[src/rtl/bcd_wd_pkg.sv]
package bcd_wd_pkg;
  localparam int DIGIT_W = 4;
  typedef logic [DIGIT_W-1:0] digit_t;

  function automatic digit_t digit_clamp(digit_t d);
    return (d > digit_t'(9)) ? digit_t'(9) : d;
  endfunction
endpackage

[src/rtl/bcd_wd_regs.sv]
module bcd_wd_regs #(
  parameter int REG_W    = 8,
  parameter int NUM_REGS = 2,
  localparam int ADDR_W  = (NUM_REGS > 1) ? $clog2(NUM_REGS) : 1,
  localparam int TOT_W   = REG_W * NUM_REGS
) (
  input  logic              clk_i,
  input  logic              rst_ni,
  input  logic              wr_i,
  input  logic [ADDR_W-1:0] addr_i,
  input  logic [REG_W-1:0]  wdata_i,
  output logic [REG_W-1:0]  rdata_o,
  output logic [TOT_W-1:0]  stored_o,
  output logic [TOT_W-1:0]  next_o
);
  logic [REG_W-1:0] regs_q [NUM_REGS];

  for (genvar g = 0; g < NUM_REGS; g++) begin : g_reg
    logic hit;
    assign hit = wr_i && (addr_i == ADDR_W'(g));
    always_ff @(posedge clk_i or negedge rst_ni) begin
      if (!rst_ni)  regs_q[g] <= '0;
      else if (hit) regs_q[g] <= wdata_i;
    end
    assign stored_o[g*REG_W +: REG_W] = regs_q[g];
    // value including a write landing this cycle, used for reload
    assign next_o[g*REG_W +: REG_W]   = hit ? wdata_i : regs_q[g];
  end

  assign rdata_o = regs_q[addr_i];
endmodule

[src/rtl/bcd_digit_dec.sv]
module bcd_digit_dec
  import bcd_wd_pkg::*;
(
  input  digit_t d_i,
  input  logic   borrow_i,
  output digit_t d_o,
  output logic   borrow_o
);
  always_comb begin
    borrow_o = borrow_i && (d_i == '0);
    if (!borrow_i)        d_o = d_i;
    else if (d_i == '0)   d_o = digit_t'(9);
    else                  d_o = d_i - digit_t'(1);
  end
endmodule

[src/rtl/bcd_wd_counter.sv]
module bcd_wd_counter
  import bcd_wd_pkg::*;
#(
  parameter int NUM_DIGITS = 4,
  localparam int CNT_W     = NUM_DIGITS * DIGIT_W
) (
  input  logic             clk_i,
  input  logic             rst_ni,
  input  logic             load_i,
  input  logic [CNT_W-1:0] load_val_i,
  input  logic [CNT_W-1:0] reload_val_i,
  input  logic             tick_i,
  input  logic             enable_i,
  output logic             expire_o
);
  logic [CNT_W-1:0] cnt_q, cnt_dec, load_clamp, reload_clamp;
  logic [NUM_DIGITS:0] borrow;
  logic at_end;

  assign borrow[0] = 1'b1;
  for (genvar g = 0; g < NUM_DIGITS; g++) begin : g_dig
    bcd_digit_dec u_dec (
      .d_i     (cnt_q[g*DIGIT_W +: DIGIT_W]),
      .borrow_i(borrow[g]),
      .d_o     (cnt_dec[g*DIGIT_W +: DIGIT_W]),
      .borrow_o(borrow[g+1])
    );
    assign load_clamp[g*DIGIT_W +: DIGIT_W]   = digit_clamp(load_val_i[g*DIGIT_W +: DIGIT_W]);
    assign reload_clamp[g*DIGIT_W +: DIGIT_W] = digit_clamp(reload_val_i[g*DIGIT_W +: DIGIT_W]);
  end

  // count of one (or zero) reaches zero on this tick
  assign at_end   = (cnt_q[CNT_W-1:1] == '0);
  assign expire_o = tick_i && enable_i && !load_i && at_end;

  always_ff @(posedge clk_i or negedge rst_ni) begin
    if (!rst_ni)                   cnt_q <= '0;
    else if (load_i)               cnt_q <= load_clamp;
    else if (tick_i && enable_i)   cnt_q <= at_end ? reload_clamp : cnt_dec;
  end
endmodule

[src/rtl/bcd_watchdog.sv]
module bcd_watchdog
  import bcd_wd_pkg::*;
#(
  parameter int NUM_DIGITS = 4,
  parameter int REG_W      = 8,
  localparam int CNT_W     = NUM_DIGITS * DIGIT_W,
  localparam int NUM_REGS  = CNT_W / REG_W,
  localparam int ADDR_W    = (NUM_REGS > 1) ? $clog2(NUM_REGS) : 1
) (
  input  logic              clk_i,
  input  logic              rst_ni,
  input  logic              acc_i,
  input  logic              we_i,
  input  logic [ADDR_W-1:0] addr_i,
  input  logic [REG_W-1:0]  wdata_i,
  output logic [REG_W-1:0]  rdata_o,
  input  logic              tick_i,
  output logic              alarm_o,
  output logic              flag_o
);
  logic [CNT_W-1:0] stored, stored_next;
  logic expire, alarm_q, flag_q;

  bcd_wd_regs #(.REG_W(REG_W), .NUM_REGS(NUM_REGS)) u_regs (
    .clk_i   (clk_i),
    .rst_ni  (rst_ni),
    .wr_i    (acc_i && we_i),
    .addr_i  (addr_i),
    .wdata_i (wdata_i),
    .rdata_o (rdata_o),
    .stored_o(stored),
    .next_o  (stored_next)
  );

  bcd_wd_counter #(.NUM_DIGITS(NUM_DIGITS)) u_cnt (
    .clk_i       (clk_i),
    .rst_ni      (rst_ni),
    .load_i      (acc_i),
    .load_val_i  (stored_next),
    .reload_val_i(stored),
    .tick_i      (tick_i),
    .enable_i    (stored != '0),
    .expire_o    (expire)
  );

  always_ff @(posedge clk_i or negedge rst_ni) begin
    if (!rst_ni) begin
      alarm_q <= 1'b0;
      flag_q  <= 1'b0;
    end else begin
      alarm_q <= expire;
      if (acc_i)       flag_q <= 1'b0;
      else if (expire) flag_q <= 1'b1;
    end
  end

  assign alarm_o = alarm_q;
  assign flag_o  = flag_q;
endmodule

[config.mk]
export PLATFORM = sky130hd
export DESIGN_NAME = bcd_watchdog
export DESIGN_NICKNAME = d
export VERILOG_FILES = /design/src/rtl/bcd_wd_pkg.sv /design/src/rtl/bcd_wd_regs.sv /design/src/rtl/bcd_digit_dec.sv /design/src/rtl/bcd_wd_counter.sv /design/src/rtl/bcd_watchdog.sv
export SDC_FILE = /design/constraint.sdc
export NUM_CORES = 1
export LEC_CHECK = 0
export BUFFER_PORTS_ARGS = -buffer_cell sky130_fd_sc_hd__buf_2
export CAP_MARGIN = 10
export CORE_MARGIN = 3
export CORE_UTILIZATION = 30
export CTS_CLUSTER_DIAMETER = 120
export CTS_CLUSTER_SIZE = 30
export DETAILED_ROUTE_END_ITERATION = 6
export GPL_ROUTABILITY_DRIVEN = 1
export GPL_TIMING_DRIVEN = 0
export SLEW_MARGIN = 10
export SYNTH_ARGS = -nofsm -noshare
export SYNTH_HDL_FRONTEND = slang
export SYNTH_SLANG_ARGS = --single-unit
[constraint.sdc]
create_clock -name clk_i -period 4.95 [get_ports clk_i]
set_clock_uncertainty 0.15 [all_clocks]
set_input_delay 0 -clock clk_i [delete_from_list [all_inputs] [get_ports clk_i]]
set_output_delay 0 -clock clk_i [all_outputs]
set_load 0.1 [all_outputs]
# After elaboration in Yosys (flattened, before gate mapping)
# Cells that the tools add are included.
[word_totals]
ram_bits = 0
ff_bits = 34
in_bits = 14
wordCells = 71
latchBits = 0
rom_bits = 0
mem_count = 0
[classes]
n_mul = 0
eq_ne = 0
n_reduce_logical = 23
bitwise = 2
mux = 25
addsub = 4
n_div = 0
shift = 0
magnitude_cmp = 9
[ops]
columns = ["operator", "count"]
rows = [
  ["$mux 4", 15],
  ["$mux 16", 3],
  ["$mux 8", 5],
  ["$gt 4x4->1 const B", 8],
  ["$logic_not 4->1", 4],
  ["$reduce_bool 16->1", 1],
  ["$sub 4x1->4 const B", 4],
  ["$logic_not 15->1", 1],
  ["$reduce_bool 3->1", 3],
  ["$logic_and 1x1->1", 8],
  ["$reduce_and 2->1", 3],
  ["$reduce_bool 2->1", 2],
  ["$ge 2x2->1 const B", 1],
  ["$mux 1", 2],
  ["$not 1->2", 1],
  ["$logic_not 1->1", 1],
  ["$not 1->1", 1],
]

# Depth between registers and ports, before layout
[depth]
depth_word = 7
mapped_depth = 7
mapped_depth_nobuf = 6

# Hierarchy
# Synthesis repeated with hierarchy kept, for this count alone.
[hier_totals]
cells_unflattened = 205
area_unflattened_um2 = 2268.4
[modules_own_cells]
columns = ["mod", "area_per_inst_um2", "instances", "cells_each"]
rows = [
  ["bcd_wd_counter", 1114.8, 1, 107],
  ["bcd_wd_regs", 743.2, 1, 44],
  ["bcd_digit_dec", 78.8, 4, 11],
  ["bcd_watchdog", 95.1, 1, 10],
]

# Worst setup path after synthesis
# OpenSTA, ideal clock, no wires.
[synth_path]
path_type = "register to output"
start = "register u_regs.regs_q (netlist bit u_regs.stored_o[6])"
end = "output port rdata_o[6]"
path_buffers = 0
t_arrival_ns = 2.514
setup_slack_ns = 2.286
path_stages_with_launch = 3
cell_sequence = "dfrtp_1 > inv_1 > o21ai_0"
[synth_via]
elab_chain_cells = 3
[synth_lines]
columns = ["item", "line", "source"]
rows = [
  ["from (decl)", "bcd_wd_regs.sv:16", "logic [REG_W-1:0] regs_q [NUM_REGS];"],
  ["from (signal, indexed assignment)", "bcd_wd_regs.sv:23", "else if (hit) regs_q[g] <= wdata_i;"],
  ["$mux 8 (implied by the code) (3 in a row)", "bcd_wd_regs.sv:30", "assign rdata_o = regs_q[addr_i];"],
  ["to (decl)", "bcd_watchdog.sv:16", "output logic [REG_W-1:0] rdata_o,"],
]
# Every way passes these cells. The select of a mux whose other input is x is not followed.

# Final worst setup path
[layout_path]
start = "register u_cnt.cnt_q[4]"
end = "register u_cnt.cnt_q[6]"
[layout_via]
elab_chain_cells = 6
[layout_lines]
columns = ["item", "line", "source"]
rows = [
  ["from (decl)", "bcd_wd_counter.sv:16", "logic [CNT_W-1:0] cnt_q, cnt_dec, load_clamp, reload_clamp;"],
  ["from (signal assigned)", "bcd_wd_counter.sv:38", "else if (load_i) cnt_q <= load_clamp;"],
  ["from (signal assigned)", "bcd_wd_counter.sv:39", "else if (tick_i && enable_i) cnt_q <= at_end ? reload_clamp : cnt_dec;"],
  ["$sub 4x1->4 / $logic_not 4->1 (equally long branches)", "bcd_digit_dec.sv:13, bcd_digit_dec.sv:12", ""],
  ["$mux 4", "bcd_digit_dec.sv:12", "else if (d_i == '0) d_o = digit_t'(9);"],
  ["$mux 4", "bcd_digit_dec.sv:11", "if (!borrow_i) d_o = d_i;"],
  ["$mux 16 (2 in a row)", "bcd_wd_counter.sv:39", ""],
  ["$mux 16", "bcd_wd_counter.sv:38", ""],
]
# Several ways; a longest one is shown, not always the timed one. The select of a mux whose other input is x is not followed.
# A chain may end at the register's enable or synchronous reset.

==> results.json <==
{
  "antenna_found_initial": 0,
  "place_inst": 332,
  "mostFrequentLayoutCells": "34 x dfrtp_1, 23 x buf_2, 18 x mux2_2, 17 x nor2_1, 12 x dlygate4sd3_1",
  "core_area_sq_um": 6570,
  "track_usage_pct": 15.8,
  "p_per_area_nw_per_um2": 388,
  "portBuffers": 23,
  "cp.required_ns": 4.94,
  "synth-xor-area-share_pct": 0,
  "slowest_delay_ns": 0.62,
  "relSlewSlack_pct": 46.4,
  "start_util_pct": 31.9,
  "drt_iter0_markers": 163,
  "fin_util_pct": 38.6,
  "path_cells": "nor4_2, nand4_1, a21oi_1, o311a_1, o31ai_1",
  "routedWlPerCell_um": 16.3,
  "place_congestion": 0.784,
  "dp_hpwl_um": 4070,
  "r2r_start": "u_cnt.cnt_q[4]",
  "totalWireLength_um": 5750,
  "synth-seq-area-share_pct": 40.6,
  "final_common_cell": "dfrtp_1",
  "post_drt_via_cell_ratio": 5.33,
  "cap_violations": 0,
  "synth-simple-area-share_pct": 21.3,
  "setup_viol": 0,
  "power_uw": 984,
  "synth-async-reset-ratio_pct": 100,
  "finalInstanceArea_sq_um": 2540,
  "fin_crit_ns": 2.73,
  "reg2reg_to": "u_cnt.cnt_q[6]",
  "drt_first_pass_iters": 4,
  "clock-sinks": 34,
  "drive_gt1_share_pct": 22.4,
  "crit_type": "flop to flop",
  "crit_end": "u_cnt.cnt_q[6]",
  "grt_pass1_wl_um": 9590,
  "grt_pass1_vias": 1830,
  "tns_ns": 0,
  "avgSynthCellArea_sq_um": 9.69,
  "h-tree-depth": 2,
  "antenna_left": 0,
  "cts_tree": "built",
  "min_path_type": "input pin to flop",
  "yosys_register_bits": 34,
  "outcome": "complete, no violations",
  "p_leak_uw": 0.00104,
  "die_h_um": 89.5,
  "yosysTopAreaCellShare_pct": 40.6,
  "yosysTopAreaCell": "dfrtp_1",
  "grt_max_degree": 35,
  "slowest_stage": "a21oi_1",
  "synth.distinct_cells": 49,
  "std_cell_rows": 29,
  "synthAdderAreaFrac_pct": 0,
  "die-width_um": 89.5,
  "crit_start": "u_cnt.cnt_q[4]",
  "muxShareOfSynthArea_pct": 13.5,
  "finalCritPeriodShare_pct": 55.2,
  "synth_edf_count": 0,
  "instances_no_fill": 352,
  "tightest_slew_ns": 0.804,
  "synth-compound-area-share_pct": 20.4,
  "syn_to_final_growth_pct": 21.2,
  "crit_arrival_ns": 2.72,
  "netlist_instances": 216,
  "synth_top_family_by_area": "simple AND/OR/NAND/NOR gates",
  "netlist_area_sq_um": 2090,
  "clock_latency_ns": 0.29,
  "rsz0062_at_grt": "false",
  "gr-total-overflow": 0,
  "pin_count": 24,
  "worst_setup_path_start_kind": "flop",
  "r2r_cells": 5,
  "cts_made_buffers": 5,
  "design.die.area_sq_um": 8020,
  "critPathMaxFanout": 8,
  "drc_errors": 0,
  "cp-end-kind": "flop",
  "clockBufferDepth": 2,
  "hold_viol": 0,
  "worst-r2r-setup-slack_ns": 2.22,
  "irDropWorstVdd_uv": 147,
  "clockRootBuffer": "clkbuf_8",
  "diodes": 0,
  "fmax_mhz": 366,
  "synth_fp_nets": 230,
  "clkTransAtPathRegs_ns": 0.08,
  "synth-main-ff-cell": "dfrtp_1",
  "yosysWarnings": 0,
  "dpl_cell_area_sq_um": 2320,
  "layout.nets": 272,
  "drv_slew": 0,
  "netlist_top_cells_area": "dfrtp_1 41%, mux2_2 9.7%, mux2i_1 3.8%",
  "via_count": 1876
}
stage by stage:
step / setup slack (ns) / hold slack (ns)
after CTS: 2.29 / 0.0173
after global placement: 2.30 / -0.0223
after floorplan: 2.29 / -0.446
after global routing: 1.82 / 0.0412
after detailed placement: 2.29 / -0.0190
final: 2.22 / 0.0366
final cells by class:
class / instances / area, sq um
fill: 670 / 4030
multi-input combinational: 161 / 1160
sequential: 34 / 851
timing repair buffer: 35 / 235
tap: 93 / 116
clock buffer: 7 / 86.3
buffer: 10 / 45.0
inverter: 11 / 41.3
clock inverter: 1 / 5.00
worst max-delay path, delay by kind of cell, from the launching register on:
| family | cells | cell delay, ns |
|---|---|---|
| DFF | 1 | 0.43 |
| and+or+nand+nor | 2 | 1.05 |
| AOI/OAI and AO/OA | 3 | 0.95 |
cells in the mapped netlist (3+ instances only):
library cell / number
a211oi_1: 5
a21oi_1: 4
clkbuf_1: 8
dfrtp_1: 34
inv_1: 11
mux2_2: 18
mux2i_1: 8
nand2_1: 11
nand3_1: 11
nor2_1: 17
nor2b_1: 4
nor3_1: 6
nor3b_1: 6
nor4_2: 3
o211ai_1: 4
o21a_1: 4
o21ai_0: 11
o21ai_1: 5
o311ai_1: 6
o31ai_1: 3
or4_1: 3
cells by family after synthesis:
family / Yosys count
muxes: 26
AOI/OAI and AO/OA: 58
DFF: 34
buffers and inverters: 21
and+or+nand+nor: 77
report_power, final:
group | leakage, uW | switching, uW | internal [uW]
Sequential | 0.000415 | 75.2 | 330
Combinational | 0.000579 | 237 | 124
Clock | 0.0000482 | 105 | 112
registers in the layout, indices dropped and copies added (netlist names):
signal           cells
alarm_o              1
u_regs.stored_o     16
flag_o               1
u_cnt.cnt_q         16
metal layers:
metal | track usage [%] | part of all wire (%)
met1 | 21.3 | 44
met2 | 25.5 | 49
met3 | 2.86 | 4.9
met4 | 5.68 | 1.8
met5 | 0 | 0
worst min-delay path by stage:
| stage | slack (ns) | depth (start not counted) | end | from |
|---|---|---|---|---|
| 2_1_floorplan | -0.45 | 0 | alarm_o | rst_ni |
| 3_3_place_gp | -0.02 | 1 | u_cnt.cnt_q[9] | rst_ni |
| 3_5_place_dp | -0.02 | 1 | alarm_o | rst_ni |
| 4_1_cts | 0.02 | 4 | alarm_o | tick_i |
| 5_1_grt | 0.04 | 4 | alarm_o | tick_i |
| 6_report | 0.04 | 4 | alarm_o | tick_i |
timing repair:
| item | CTS | global route |
|---|---|---|
| hold buffers | 12 | 0 |
| buffers inserted | 0 | 0 |
| gates resized for setup | 0 | 0 |
| endpoints found under the hold margin | 55 | 0 |
Power figures use the tool's default switching activity.
